<file path="src/rtl/ssc_pkg.sv">
package ssc_pkg;
    localparam int AW = 5;
    localparam int RW = 16;

    typedef enum logic [1:0] {
        ST_IDLE   = 2'd0,
        ST_MSHIFT = 2'd1,
        ST_SSHIFT = 2'd2
    } xfer_state_t;

    localparam logic [AW-1:0] ADR_PSEL = 5'h00;
    localparam logic [AW-1:0] ADR_CTRL = 5'h04;
    localparam logic [AW-1:0] ADR_TXB  = 5'h08;
    localparam logic [AW-1:0] ADR_RXB  = 5'h0C;
    localparam logic [AW-1:0] ADR_RLD  = 5'h10;
    localparam logic [AW-1:0] ADR_CLR  = 5'h14;

    localparam int ERR_LSB  = 8;
    localparam int BUSY_BIT = 12;
    localparam int MS_BIT   = 14;
    localparam int EN_BIT   = 15;

    localparam int ERR_TE = 0;
    localparam int ERR_RE = 1;
    localparam int ERR_PE = 2;
    localparam int ERR_BE = 3;
endpackage

</file>
<file path="src/rtl/ssc_baud_gen.sv">
module ssc_baud_gen #(
    parameter int BW = 15
) (
    input  logic          clk,
    input  logic          rst_n,
    input  logic          run,
    input  logic [BW-1:0] reload,
    output logic          tick
);
    logic [BW-1:0] cnt;

    always_ff @(posedge clk or negedge rst_n) begin
        if (!rst_n)            cnt <= '0;
        else if (!run)         cnt <= reload;
        else if (cnt == '0)    cnt <= reload;
        else                   cnt <= cnt - 1'b1;
    end

    assign tick = run && (cnt == '0);

    // a stopped timer is primed so the first half-period is full length
    assert_hold_reload_R2: assert property (@(posedge clk) disable iff (!rst_n)
        !run |=> (cnt == $past(reload)));
endmodule

</file>
<file path="src/rtl/ssc_in_sel.sv">
module ssc_in_sel #(
    parameter int N = 3
) (
    input  logic         clk,
    input  logic         rst_n,
    input  logic [N-1:0] pin_a,
    input  logic [N-1:0] pin_b,
    input  logic [N-1:0] sel,
    output logic [N-1:0] q
);
    for (genvar g = 0; g < N; g++) begin : g_ch
        logic s1, s2;
        always_ff @(posedge clk or negedge rst_n) begin
            if (!rst_n) begin
                s1 <= 1'b0;
                s2 <= 1'b0;
            end else begin
                s1 <= sel[g] ? pin_b[g] : pin_a[g];
                s2 <= s1;
            end
        end
        assign q[g] = s2;
    end
endmodule

</file>
<file path="src/rtl/ssc_shift_fsm.sv">
module ssc_shift_fsm
    import ssc_pkg::*;
#(
    parameter int DW = 8,
    parameter int BW = 15
) (
    input  logic          clk,
    input  logic          rst_n,
    input  logic          en,
    input  logic          master,
    input  logic          tx_load,
    input  logic [DW-1:0] tx_data,
    input  logic [DW-1:0] tx_hold,
    input  logic          tick,
    input  logic          sclk_in,
    input  logic          rxd_in,
    input  logic [BW-1:0] reload,
    output logic          busy,
    output logic          run,
    output logic          ser_clk,
    output logic          dout,
    output logic [2:0]    bit_cnt,
    output logic          xfer_done,
    output logic [DW-1:0] rx_word,
    output logic          s_start,
    output logic          ev_pe,
    output logic          ev_be
);
    localparam int CB = $clog2(DW + 1);
    localparam logic [CB-1:0] LAST = CB'(DW);
    localparam int CW = BW + 3;
    localparam int PW = BW + 5;

    xfer_state_t state, state_nx;
    logic          sclk_q, smp, sclk_prev, s_rise, s_fall, m_rise, m_fall;
    logic          rise_ev, fall_ev, last_fall, aborting, d1, d2, pref;
    logic [DW-1:0] sh;
    logic [CB-1:0] nbits;
    logic [CW-1:0] per_cnt;
    logic [PW-1:0] meas, nominal;
    logic [1:0]    pc;

    assign s_rise  = sclk_in & ~sclk_prev;
    assign s_fall  = ~sclk_in & sclk_prev;
    assign m_rise  = tick & ~sclk_q;
    assign m_fall  = tick & sclk_q;
    assign s_start = (state == ST_IDLE) && en && !master && s_rise;

    always_comb begin
        rise_ev = 1'b0;
        fall_ev = 1'b0;
        unique case (state)
            ST_MSHIFT: begin rise_ev = m_rise; fall_ev = m_fall; end
            ST_SSHIFT: begin rise_ev = s_rise; fall_ev = s_fall; end
            default:   ;
        endcase
    end

    assign aborting  = ((state == ST_MSHIFT) && (!en || !master)) ||
                       ((state == ST_SSHIFT) && (!en || master));
    assign last_fall = fall_ev && (nbits == LAST) && !aborting;

    // state register
    always_ff @(posedge clk or negedge rst_n) begin
        if (!rst_n) state <= ST_IDLE;
        else        state <= state_nx;
    end

    // transitions: master-start, slave-start, word-end, abort
    always_comb begin
        state_nx = state;
        unique case (state)
            ST_IDLE: begin
                if (en && master && tx_load) state_nx = ST_MSHIFT;
                else if (s_start)            state_nx = ST_SSHIFT;
            end
            ST_MSHIFT, ST_SSHIFT: begin
                if (aborting || last_fall)   state_nx = ST_IDLE;
            end
            default: state_nx = ST_IDLE;
        endcase
    end

    // datapath and monitors
    always_ff @(posedge clk or negedge rst_n) begin
        if (!rst_n) begin
            sclk_q <= 1'b0; smp <= 1'b0; sclk_prev <= 1'b0;
            sh <= '0; nbits <= '0; per_cnt <= '0;
            d1 <= 1'b0; d2 <= 1'b0; pref <= 1'b0; pc <= 2'd0;
        end else begin
            sclk_prev <= sclk_in;
            d1 <= rxd_in;
            d2 <= d1;
            if (state == ST_IDLE) begin
                sh      <= tx_load ? tx_data : tx_hold;
                sclk_q  <= 1'b0;
                per_cnt <= '0;
                nbits   <= s_start ? CB'(1) : '0;
                if (s_start) smp <= rxd_in;
            end else if (aborting) begin
                sclk_q  <= 1'b0;
                nbits   <= '0;
                per_cnt <= '0;
            end else begin
                if ((state == ST_MSHIFT) && tick) sclk_q <= ~sclk_q;
                if (rise_ev) begin
                    smp   <= rxd_in;
                    nbits <= nbits + 1'b1;
                end
                if (fall_ev) begin
                    sh <= {sh[DW-2:0], smp};
                    if (last_fall) nbits <= '0;
                end
                if (s_rise)              per_cnt <= '0;
                else if (per_cnt != '1)  per_cnt <= per_cnt + 1'b1;
            end
            if (s_start || ((state == ST_SSHIFT) && s_rise && !aborting)) begin
                pref <= d2;
                pc   <= 2'd2;
            end else if (pc != 2'd0) begin
                pc <= pc - 1'b1;
            end
        end
    end

    assign meas    = PW'(per_cnt) + 1'b1;
    assign nominal = (PW'(reload) + 1'b1) << 1;
    assign ev_be   = (state == ST_SSHIFT) && s_rise && !aborting &&
                     (((meas << 1) < nominal) || (meas > (nominal << 1)));
    assign ev_pe   = (pc == 2'd1) && (rxd_in != pref);

    assign busy      = (state != ST_IDLE);
    assign run       = (state == ST_MSHIFT);
    assign ser_clk   = sclk_q;
    assign dout      = sh[DW-1];
    assign bit_cnt   = nbits[2:0];
    assign xfer_done = last_fall;
    assign rx_word   = {sh[DW-2:0], smp};

    assert_idle_clk_low_R2: assert property (@(posedge clk) disable iff (!rst_n)
        !busy |-> !ser_clk);
    assert_disable_stops_R11: assert property (@(posedge clk) disable iff (!rst_n)
        !en |=> !busy);
    assert_bits_bound_R3: assert property (@(posedge clk) disable iff (!rst_n)
        nbits <= LAST);
endmodule

</file>
<file path="src/rtl/ssc_port.sv">
module ssc_port
    import ssc_pkg::*;
#(
    parameter int DW = 8,
    parameter int BW = 15
) (
    input  logic          clk,
    input  logic          rst_n,
    input  logic          bus_sel,
    input  logic          bus_wr,
    input  logic [AW-1:0] bus_addr,
    input  logic [RW-1:0] bus_wdata,
    output logic [RW-1:0] bus_rdata,
    output logic          ser_clk_o,
    output logic          ser_clk_oe,
    output logic          ser_dout,
    input  logic          mrx_a,
    input  logic          mrx_b,
    input  logic          srx_a,
    input  logic          srx_b,
    input  logic          sck_a,
    input  logic          sck_b
);
    logic [2:0]    psel;
    logic          ctl_en, ctl_ms, tx_fresh, rx_unread;
    logic [DW-1:0] txbuf, rxbuf, rx_word;
    logic [BW-1:0] reload;
    logic [3:0]    err, err_set, clr_mask;
    logic          wr, rd, tx_wr, clr_wr;
    logic [2:0]    syn;
    logic          mrx_s, srx_s, sck_s, rxd;
    logic          tick, run, busy, xfer_done, s_start, ev_pe, ev_be;
    logic [2:0]    bit_cnt;
    logic          unused_bits;

    assign wr     = bus_sel && bus_wr;
    assign rd     = bus_sel && !bus_wr;
    assign tx_wr  = wr && (bus_addr == ADR_TXB);
    assign clr_wr = wr && (bus_addr == ADR_CLR);
    assign clr_mask = clr_wr ? bus_wdata[ERR_LSB +: 4] : 4'b0;
    assign unused_bits = ^{bus_wdata[RW-1:DW], bus_wdata[13:12]};

    ssc_in_sel #(.N(3)) u_sel (
        .clk(clk), .rst_n(rst_n),
        .pin_a({sck_a, srx_a, mrx_a}),
        .pin_b({sck_b, srx_b, mrx_b}),
        .sel(psel), .q(syn)
    );
    assign {sck_s, srx_s, mrx_s} = syn;
    assign rxd = ctl_ms ? mrx_s : srx_s;

    ssc_baud_gen #(.BW(BW)) u_baud (
        .clk(clk), .rst_n(rst_n), .run(run), .reload(reload), .tick(tick)
    );

    ssc_shift_fsm #(.DW(DW), .BW(BW)) u_fsm (
        .clk(clk), .rst_n(rst_n), .en(ctl_en), .master(ctl_ms),
        .tx_load(tx_wr), .tx_data(bus_wdata[DW-1:0]), .tx_hold(txbuf),
        .tick(tick), .sclk_in(sck_s), .rxd_in(rxd), .reload(reload),
        .busy(busy), .run(run), .ser_clk(ser_clk_o), .dout(ser_dout),
        .bit_cnt(bit_cnt), .xfer_done(xfer_done), .rx_word(rx_word),
        .s_start(s_start), .ev_pe(ev_pe), .ev_be(ev_be)
    );

    always_comb begin
        err_set = '0;
        err_set[ERR_TE] = s_start && !tx_fresh;
        err_set[ERR_RE] = xfer_done && rx_unread;
        err_set[ERR_PE] = ev_pe;
        err_set[ERR_BE] = ev_be;
    end

    always_ff @(posedge clk or negedge rst_n) begin
        if (!rst_n) begin
            psel <= '0; ctl_en <= 1'b0; ctl_ms <= 1'b0;
            txbuf <= '0; rxbuf <= '0; reload <= '0; err <= '0;
            tx_fresh <= 1'b0; rx_unread <= 1'b0;
        end else begin
            if (wr && (bus_addr == ADR_PSEL)) psel <= bus_wdata[2:0];
            if (wr && (bus_addr == ADR_CTRL)) begin
                ctl_en <= bus_wdata[EN_BIT];
                ctl_ms <= bus_wdata[MS_BIT];
            end
            if (wr && (bus_addr == ADR_RLD)) reload <= bus_wdata[BW-1:0];
            if (tx_wr) txbuf <= bus_wdata[DW-1:0];
            if (tx_wr)        tx_fresh <= 1'b1;
            else if (s_start) tx_fresh <= 1'b0;
            if (xfer_done) begin
                rxbuf     <= rx_word;
                rx_unread <= 1'b1;
            end else if (rd && (bus_addr == ADR_RXB)) begin
                rx_unread <= 1'b0;
            end
            err <= (err & ~clr_mask) | err_set;
        end
    end

    always_comb begin
        bus_rdata = '0;
        unique case (bus_addr)
            ADR_PSEL: bus_rdata[2:0] = psel;
            ADR_CTRL: begin
                bus_rdata[2:0]          = bit_cnt;
                bus_rdata[ERR_LSB +: 4] = err;
                bus_rdata[BUSY_BIT]     = busy;
                bus_rdata[MS_BIT]       = ctl_ms;
                bus_rdata[EN_BIT]       = ctl_en;
            end
            ADR_TXB:  bus_rdata[DW-1:0] = txbuf;
            ADR_RXB:  bus_rdata[DW-1:0] = rxbuf;
            ADR_RLD:  bus_rdata[BW-1:0] = reload;
            default:  bus_rdata = '0;
        endcase
    end

    assign ser_clk_oe = ctl_en && ctl_ms;

    assert_err_sticky_R10: assert property (@(posedge clk) disable iff (!rst_n)
        1'b1 |=> ((err & $past(err & ~clr_mask)) == $past(err & ~clr_mask)));
    assert_re_needs_done_R7: assert property (@(posedge clk) disable iff (!rst_n)
        $rose(err[ERR_RE]) |-> $past(xfer_done));
    assert_te_slave_start_R6: assert property (@(posedge clk) disable iff (!rst_n)
        $rose(err[ERR_TE]) |-> $past(s_start));
endmodule

</file>
<file path="config.mk">
export PLATFORM = sky130hd
export DESIGN_NAME = ssc_port
export DESIGN_NICKNAME = d
export VERILOG_FILES = /design/src/rtl/ssc_pkg.sv /design/src/rtl/ssc_baud_gen.sv /design/src/rtl/ssc_in_sel.sv /design/src/rtl/ssc_shift_fsm.sv /design/src/rtl/ssc_port.sv
export SDC_FILE = /design/constraint.sdc
export NUM_CORES = 1
export LEC_CHECK = 0
export CORE_MARGIN = 3
export CORE_UTILIZATION = 30
export DETAILED_ROUTE_END_ITERATION = 8
export GPL_TIMING_DRIVEN = 0
export MAX_ROUTING_LAYER = met4
export PLACE_DENSITY = 0.51
export SYNTH_ARGS = -nofsm -noshare
export SYNTH_HDL_FRONTEND = slang
export SYNTH_HIERARCHICAL = 1
export SYNTH_SLANG_ARGS = --single-unit
</file>
<file path="constraint.sdc">
create_clock -name clk -period 3.3 [get_ports clk]
set_clock_uncertainty 0.1 [all_clocks]
set_input_delay 0.99 -clock clk [delete_from_list [all_inputs] [get_ports clk]]
set_output_delay 0.99 -clock clk [all_outputs]
set_load 0.03 [all_outputs]
</file>
Yosys cells after proc, flatten, opt, wreduce, memory -nomap -nowiden. Index checks and enable logic that the tools add are counted.

Add/sub/neg operators: 6. Order comparisons: 2. Equality and inequality tests: 15. Muxes and demuxes: 46. Bitwise operators: 10. Reductions and logical operators: 52.

Operator list (count): two-way mux 18 bit (4); two-way mux 8 bit (4); two-way mux 15 bit (2); logical AND 1 bit (25); two-way mux 4 bit (6); greater-than comparator 20 bit (1); less-than comparator 20 bit (1); adder 18 x 1 -> 19 bit, second input constant (1); adder 18 x 1 -> 18 bit, second input constant (1); two-way mux 1 bit (18); inequality test 18 bit, second input constant (1); adder 15 x 1 -> 16 bit, second input constant (1); logical NOT 15 bit (1); one-hot mux 3 bit (5 select lines) (1); one-hot mux 5 bit (3 select lines) (1); subtractor 15 x 1 -> 15 bit, second input constant (1); nonzero test 2 bit (7); == test 5 x 4 -> 1 bit, second input constant (2); == test 5 bit, second input constant (2); two-way mux 2 bit (5); one-hot mux 5 bit (2 select lines) (1); logical OR 1 bit (6); one-hot mux 1 bit (2 select lines) (3); == test 5 x 3 -> 1 bit, second input constant (1); other kinds (23) (35).

Register bits after elaboration: 103. Bits of input ports: 31. Output and inout port bits: 19.

Logic depth before layout (Yosys ltp). Gate-level depths: netlist (run 1).

Depth in word-level cells: 10. Gate-level depth with buffers: 15. Mapped depth without buffers: 15.

Hierarchy. The synthesis (run 1) kept the hierarchy.

By module, submodules not included: ssc_shift_fsm (times used 1, cells each 346, area an instance 3168.0 µm²); ssc_port (times used 1, cells each 165, area an instance 2038.2 µm²); ssc_baud_gen (times used 1, cells each 73, area an instance 934.6 µm²); ssc_in_sel (times used 1, cells each 12, area an instance 217.7 µm²).

Worst setup path after synthesis (run 1). No wires, ideal clock.

Path kind: in2out. Start: input port bus_addr[3]. End: output port bus_rdata[2]. Arrival time: 2.814 ns. Path slack: -0.604 ns. Cell stages on the path: 4. Cells stage by stage: buf_6 or3_4 buf_6 o311ai_0.

Longest elaborated chain between the ends: 2. Elaborated cells between the ends (all ways): 6. Classes of those cells: eq/ne (4); mux (1); reduce/logical (1).

Ends and longest elaborated chain: from (decl) (line ssc_port.sv:11) `input logic [AW-1:0] bus_addr,`; == test 5 bit (tied with other cells) (line ssc_port.sv:100) `unique case (bus_addr)`; one-hot mux 3 bit (5 select lines) * (line ssc_port.sv:100); to (decl) (line ssc_port.sv:13) `output logic [RW-1:0] bus_rdata,`.

Mark *: on every way between the ends. The rest lies on a longest branch, timed or not.

Worst setup path after layout (run 1).
Start: input port bus_addr[1]. End: output port bus_rdata[0].

Same word-level chain as after synthesis.

==> results_dict.tcl, run 1 <==
set metrics [dict create \
    max-clock-path-buffers 2 \
    p_switching_mw 1.25 \
    core-area_um2 20600 \
    synth_commonest_cells "103 x dfrtp_1, 41 x mux2_2, 40 x ha_1" \
    power_frac_clock_pct 30.9 \
    switching_share_pct 32.4 \
    synth_area_leader_cell "dfrtp_1" \
    ys_types 62 \
    drc_errors 0 \
    grt_pass1_vias 5075 \
    min_path_cells 0 \
    fin_crit_ns 3.25 \
    fmax_mhz 308 \
    yosys_warnings 6 \
    ios 50 \
    rsz0062_at_grt "yes" \
    dieArea_um2 23000 \
    place.gp.congestion 0.826 \
    tns_ns 0 \
    die_x_um 152 \
    p_int_mw 2.62 \
    ys.flop_type "dfrtp_1" \
    yosysTopAreaCellShare_pct 40.5 \
    die_h_um 152 \
    drt_iter0_drc 226 \
    reg2reg_depth 13 \
    vias 4819 \
    cpMaxStageDelayCell "or3_4" \
    n_fill_cell 2046 \
    nets 754 \
    seqPwrFrac_pct 42.0 \
    seq_area_frac_synth_pct 40.5 \
    cts.sinks 103 \
    cts_tree "yes" \
    wl_mm 17.1 \
    power.density_nw_per_um2 479 \
    end_kind "primary output" \
    hold_viol 0 \
    grt-ovfl-total 0 \
    comb_power_share_pct 27.0 \
    rows 52 \
    cts.clk_slew.worst_paths_ns 0.08 \
    tightest_slew_ns 0.840 \
    outcome "finished clean" \
    worstSetupPathType "in -> out" \
    setup-violations-final 0 \
    final_layout_size_suffix_gt1_share_pct 31.3 \
    viasPerCell 5.03 \
    leakagePower_nw 3.68 \
    slew_violations 0 \
    yosys_register_bits 103 \
    path_cells "buf_2, or3_4, clkbuf_16, o221ai_4, buf_6" \
    synth_edf_count 0 \
    maxSlewHeadroom_pct 43.9 \
    grt_pass1_wl_mm 27.3 \
    portBuffers 47 \
    yosysMostFrequentCell "dfrtp_1" \
    start_kind "input pin" \
    ys_async_sr_fraction_pct 100 \
    ant_nets 0 \
    numCtsBuffers 9 \
    h-tree-depth 3 \
    timing.hold.ws_ns 0.253 \
    min_path_type "reg -> reg" \
    synthesis.area_um2 6360 \
    grt_max_degree 60 \
    wl_per_cell_um 17.9 \
    antenna_found_initial 1 \
    cap_violations 0 \
    critPathArrivalTime_ns 2.16 \
    final_util_pct 39.3 \
    antennaDiodeCount 0 \
    synthesis.nets 667 \
    syn_inst 596 \
    hpwl_mm 12.4 \
    grtUsageTotal_pct 15.7 \
    clkLatencyLatePin_ns 0.35 \
    dr.pass1.iters 4 \
    area_growth_pct 27.1 \
    power_mw 3.87 \
    max-vdd-ir-drop_uv 270 \
    syn_avg_cell_area_um2 10.7 \
    critPathRequiredTime_ns 2.21 \
    pre_cts_ws_ns -1.46 \
    yosys-top-cells-area "dfrtp_1 41%, ha_1 7.9%, mux2_2 7.3%, mux2_4 3.5%, xnor2_1 3.4%" \
    cpPeakStageDelay_ns 0.48 \
    fin_ws_ns 0.0547 \
    fin_crit_sh_pct 98.3 \
    ctsRootBufferMaster "clkbuf_16" \
    initial_core_util_pct 30.9 \
    cp_max_fo 7 \
]
-- path summary, 6_finish.rpt --
kind,to,start,slack (ns)
hold reg to reg,u_fsm/d2,u_fsm/d1,0.25
setup / recovery,bus_rdata[0],bus_addr[1],0.05
min in group asynchronous,u_fsm/pref,rst_n,0.55
setup reg to reg,err[3],reload[1],0.06
max in group asynchronous,u_fsm/per_cnt[0],rst_n,1.80
hold / removal,u_fsm/d2,u_fsm/d1,0.25
-- registers in the layout, summed over array words and instances (netlist names), 2 cells and up --
register       count
u_baud/cnt        15
reload            15
u_fsm/nbits        4
u_fsm/pc           2
txbuf              8
u_fsm/sh           8
u_fsm/per_cnt     18
u_sel/g_ch.s1      3
u_fsm/state        2
psel               3
rxbuf              8
u_sel/g_ch.s2      3
err                4
-- final cells by class --
type / instances / area [um2] / share of cell area, %
timing repair buffer: 78 / 682 / 8.44
multi-input combinational: 431 / 3800 / 47.1
tap: 270 / 338 / 4.18
inverter: 39 / 148 / 1.83
buffer: 21 / 185 / 2.29
clock inverter: 7 / 105 / 1.30
clock buffer: 9 / 225 / 2.79
sequential: 103 / 2590 / 32.1
-- placed cells by master (no fill, tap or decap), types with 4 or more instances in the layout --
cell,n
xnor2_1,25
nand2b_1,5
inv_1,38
buf_6,6
nand4b_1,6
clkbuf_16,11
mux2_4,15
o2bb2ai_1,5
a21oi_1,37
mux2_2,41
and3_1,6
xor2_1,18
buf_2,12
and2_1,4
nand3_1,19
nand3_2,4
nand2_1,24
dfrtp_2,12
mux2i_1,21
o21ai_0,7
clkdlybuf4s50_1,27
a22oi_1,4
nor2_1,24
xor2_2,5
a211oi_1,9
nand4_1,13
nor2b_1,13
dfrtp_1,91
ha_1,37
nor4_1,4
buf_4,40
nor2_2,10
a21o_1,5
a22oi_2,4
-- metrics by stage --
step / std cells / area, um2
3_5_place_dp: 914 / 7250
2_1_floorplan: 596 / 6420
4_1_cts: 944 / 7840
3_3_place_gp: 913 / 7230
5_1_grt: 958 / 8080
6_report: 958 / 8080
-- critical path, delay by kind of cell --
family                 cells  cell delay, ns
AND/OR/NAND/NOR            1            0.48
AO/OA/AOI/OAI              1            0.18
buffers and inverters      3            0.50
-- kinds of logic after synthesis --
kind of cell             Yosys count  synth area share (%)
AND/OR/NAND/NOR                  170                  16.3
XOR/XNOR                          49                  6.87
flip-flops                       103                  40.5
adder cells (fa/ha/maj)           40                  7.87
AO/OA/AOI/OAI                     95                  9.70
buffers and inverters             62                  4.62
multiplexers                      77                  14.1
-- routing by layer --
metal / track usage [%] / share of wire, % / up-vias
met5: - / 0 / -
met4: 5.66 / 2.0 / 0
met3: 1.93 / 3.6 / 19
met2: 24.1 / 47 / 96
met1: 21.4 / 48 / 2394
li1: - / - / 2310
-- what timing repair did --
action | 4_1_cts | 5_1_grt
hold buffers | 0 | 0
resized for setup | 148 | 41
cloned | 1 | 1
setup endpoints to repair | 37 | 18
pin swaps | 8 | 14
buffers inserted | 15 | 13
-- power groups by stage --
| stage | Combinational [mW] | Clock [mW] | Sequential, mW |
|---|---|---|---|
| floorplan | 0.668 | 0 | 1.60 |
| global placement | 0.909 | 0 | 1.64 |
| detailed placement | 0.936 | 0 | 1.65 |
| CTS | 1.02 | 1.23 | 1.63 |
| global route | 1.16 | 1.28 | 1.65 |
| finish | 1.05 | 1.20 | 1.63 |
(Power assumes the default switching activity.)
==> run 2: changes to the inputs <==
- CORE_UTILIZATION: 30 -> 40
- PLACE_DENSITY: 0.51 -> 0.64
==> run 2 against run 1 <==
  * Via count is essentially flat
  * Combinational power is essentially flat
  * Routed wire length shrank 4.5%
  * Sequential power is essentially flat
  * Non-clock buffer count shrank 2
  * Clock-buffer cell count grew 1
  * Cell area shrank 1.0%
  * Die area shrank 24%
  * Maximum frequency shrank 0.65%
  * Critical path type unchanged
  * Largest power group unchanged
==> results_dict.tcl, run 2 (synthesis gave the netlist of run 1 again) <==
set metrics [dict create \
    dieArea_um2 17400 \
    regArea_um2 2590 \
    pre_cts_ws_ns -1.40 \
    grt_pass1_vias 5025 \
    h-tree-depth 3 \
    worstHoldStart "u_sel/g_ch[1].s1" \
    outcome "finished clean" \
    path_cells "clkbuf_2, or3_4, buf_6, o311ai_4, buf_6" \
    cpLargestDelayFamily "simple AND/OR/NAND/NOR gates" \
    numCtsBuffers 9 \
    n_fill_cell 1356 \
    wl_mm 16.4 \
    grt-ovfl-total 0 \
    ctsRootBufferMaster "clkbuf_16" \
    leakagePower_nw 3.66 \
    nets 752 \
    viasPerCell 5.38 \
    min_path_type "reg -> reg" \
    die_h_um 132 \
    portBuffers 47 \
    path_common_cell "buf_6" \
    drt_iter0_drc 251 \
    slew_violations 0 \
    grt_max_degree 73 \
    max-vdd-ir-drop_uv 251 \
    r2r_end "err[3]" \
    drc_errors 0 \
    initial_core_util_pct 41.4 \
    largest_register_ffs 18 \
    layout_commonest_cell "dfrtp_1" \
    cpMaxStageDelayCell "or3_4" \
    dr.pass1.iters 4 \
    rows 45 \
    tightest_slew_ns 0.860 \
    power.density_nw_per_um2 484 \
    fin_crit_ns 3.27 \
    clkLatencyLatePin_ns 0.35 \
    worstSetupPathType "in -> out" \
    reg_top3 "u_fsm/per_cnt: 18 flops, reload: 15 flops, u_baud/cnt: 15 flops" \
    ios 50 \
    grt_pass1_wl_mm 26.3 \
    cts.sinks 103 \
    grtUsageTotal_pct 19.5 \
    power_mw 3.87 \
    cap_violations 0 \
    multi_input_area_um2 3770 \
    rrSetupSlack_ns 0.12 \
    core-area_um2 15400 \
    reg2reg_depth 12 \
    cts_tree "yes" \
    vias 4822 \
    antenna_found_initial 0 \
    end_kind "primary output" \
    cts.clk_slew.worst_paths_ns 0.06 \
    hold_viol 0 \
    fmax_mhz 306 \
    min_path_cells 0 \
    hold_end "u_sel/g_ch[1].s2" \
    final_layout_size_suffix_gt1_share_pct 30.3 \
    critPathArrivalTime_ns 2.18 \
    critPathRequiredTime_ns 2.21 \
    area_growth_pct 25.8 \
    layout_common_cells "92 x dfrtp_1, 41 x mux2_2, 38 x inv_1, 38 x buf_4, 38 x ha_1" \
    cpPeakStageDelay_ns 0.46 \
    cp_num_buf_inv 3 \
    rsz0062_at_grt "yes" \
    hpwl_mm 11.9 \
    wl_per_cell_um 18.2 \
    cp_max_fo 6 \
    fin_ws_ns 0.0334 \
    ant_nets 0 \
    die_x_um 132 \
    place.gp.congestion 0.848 \
    start_kind "input pin" \
    maxSlewHeadroom_pct 42.5 \
    fin_crit_sh_pct 99.0 \
    antennaDiodeCount 0 \
    setup-violations-final 0 \
    max-clock-path-buffers 2 \
    largest-register "u_fsm/per_cnt" \
    r2r_start "u_fsm/per_cnt[1]" \
]
-- run 2: cell type report --
| cell class | instances | area share, % |
|---|---|---|
| Buffer | 21 | 2.28 |
| Clock buffer | 10 | 2.99 |
| Clock inverter | 6 | 1.14 |
| Inverter | 39 | 1.85 |
| Multi-Input combinational cell | 431 | 47.2 |
| Sequential cell | 103 | 32.4 |
| Tap cell | 211 | 3.30 |
| Timing Repair Buffer | 76 | 8.82 |
-- run 2: repair_timing --
| action | in CTS | in global routing |
|---|---|---|
| endpoints found under the setup margin | 36 | 24 |
| cloned | 1 | 0 |
| hold buffers | 0 | 0 |
| resized for setup | 158 | 39 |
| pin swaps | 11 | 11 |
| setup buffers | 17 | 11 |
-- run 2: through the flow --
stage / hold slack (ns) / instances / cell area [um2] / setup TNS [ns] / util (%)
floorplan: 0.231 / 596 / 6420 / 0 / -
global placement: 0.235 / 854 / 7160 / -322.19 / 46.6
global route: 0.261 / 897 / 8000 / -0.0664 / 52.0
CTS: 0.258 / 887 / 7810 / -0.0656 / 50.8
finish: 0.254 / 897 / 8000 / 0 / 52.0
detailed placement: 0.235 / 855 / 7180 / -31.89 / 46.7
-- run 2: worst max path at each step --
stage                startpoint       endpoint  depth (start not counted)
floorplan           bus_addr[3]  bus_rdata[13]                          5
global placement          rst_n       txbuf[5]                          1
detailed placement  bus_addr[2]   bus_rdata[9]                          7
CTS                 bus_addr[0]   bus_rdata[5]                          6
global route          reload[3]         err[3]                         14
finish              bus_addr[0]   bus_rdata[2]                          5
-- run 2: routing by layer --
metal	wire length [um]	vias to the layer above	global-route usage [%]	share of wire, %
met3	657	21	3.44	4.0
met2	7940	104	30.8	48
met1	7450	2389	25.5	45
met5	0	-	-	0
li1	-	2308	-	-
met4	325	0	6.30	2.0
-- run 2: power by group --
group          switching [mW]  internal, mW  leakage [nW]  total [mW]
clock                   0.488         0.690         0.157        1.18
sequential              0.199          1.44          1.34        1.64
combinational           0.543         0.512          2.17        1.05
total                    1.23          2.64          3.66        3.87
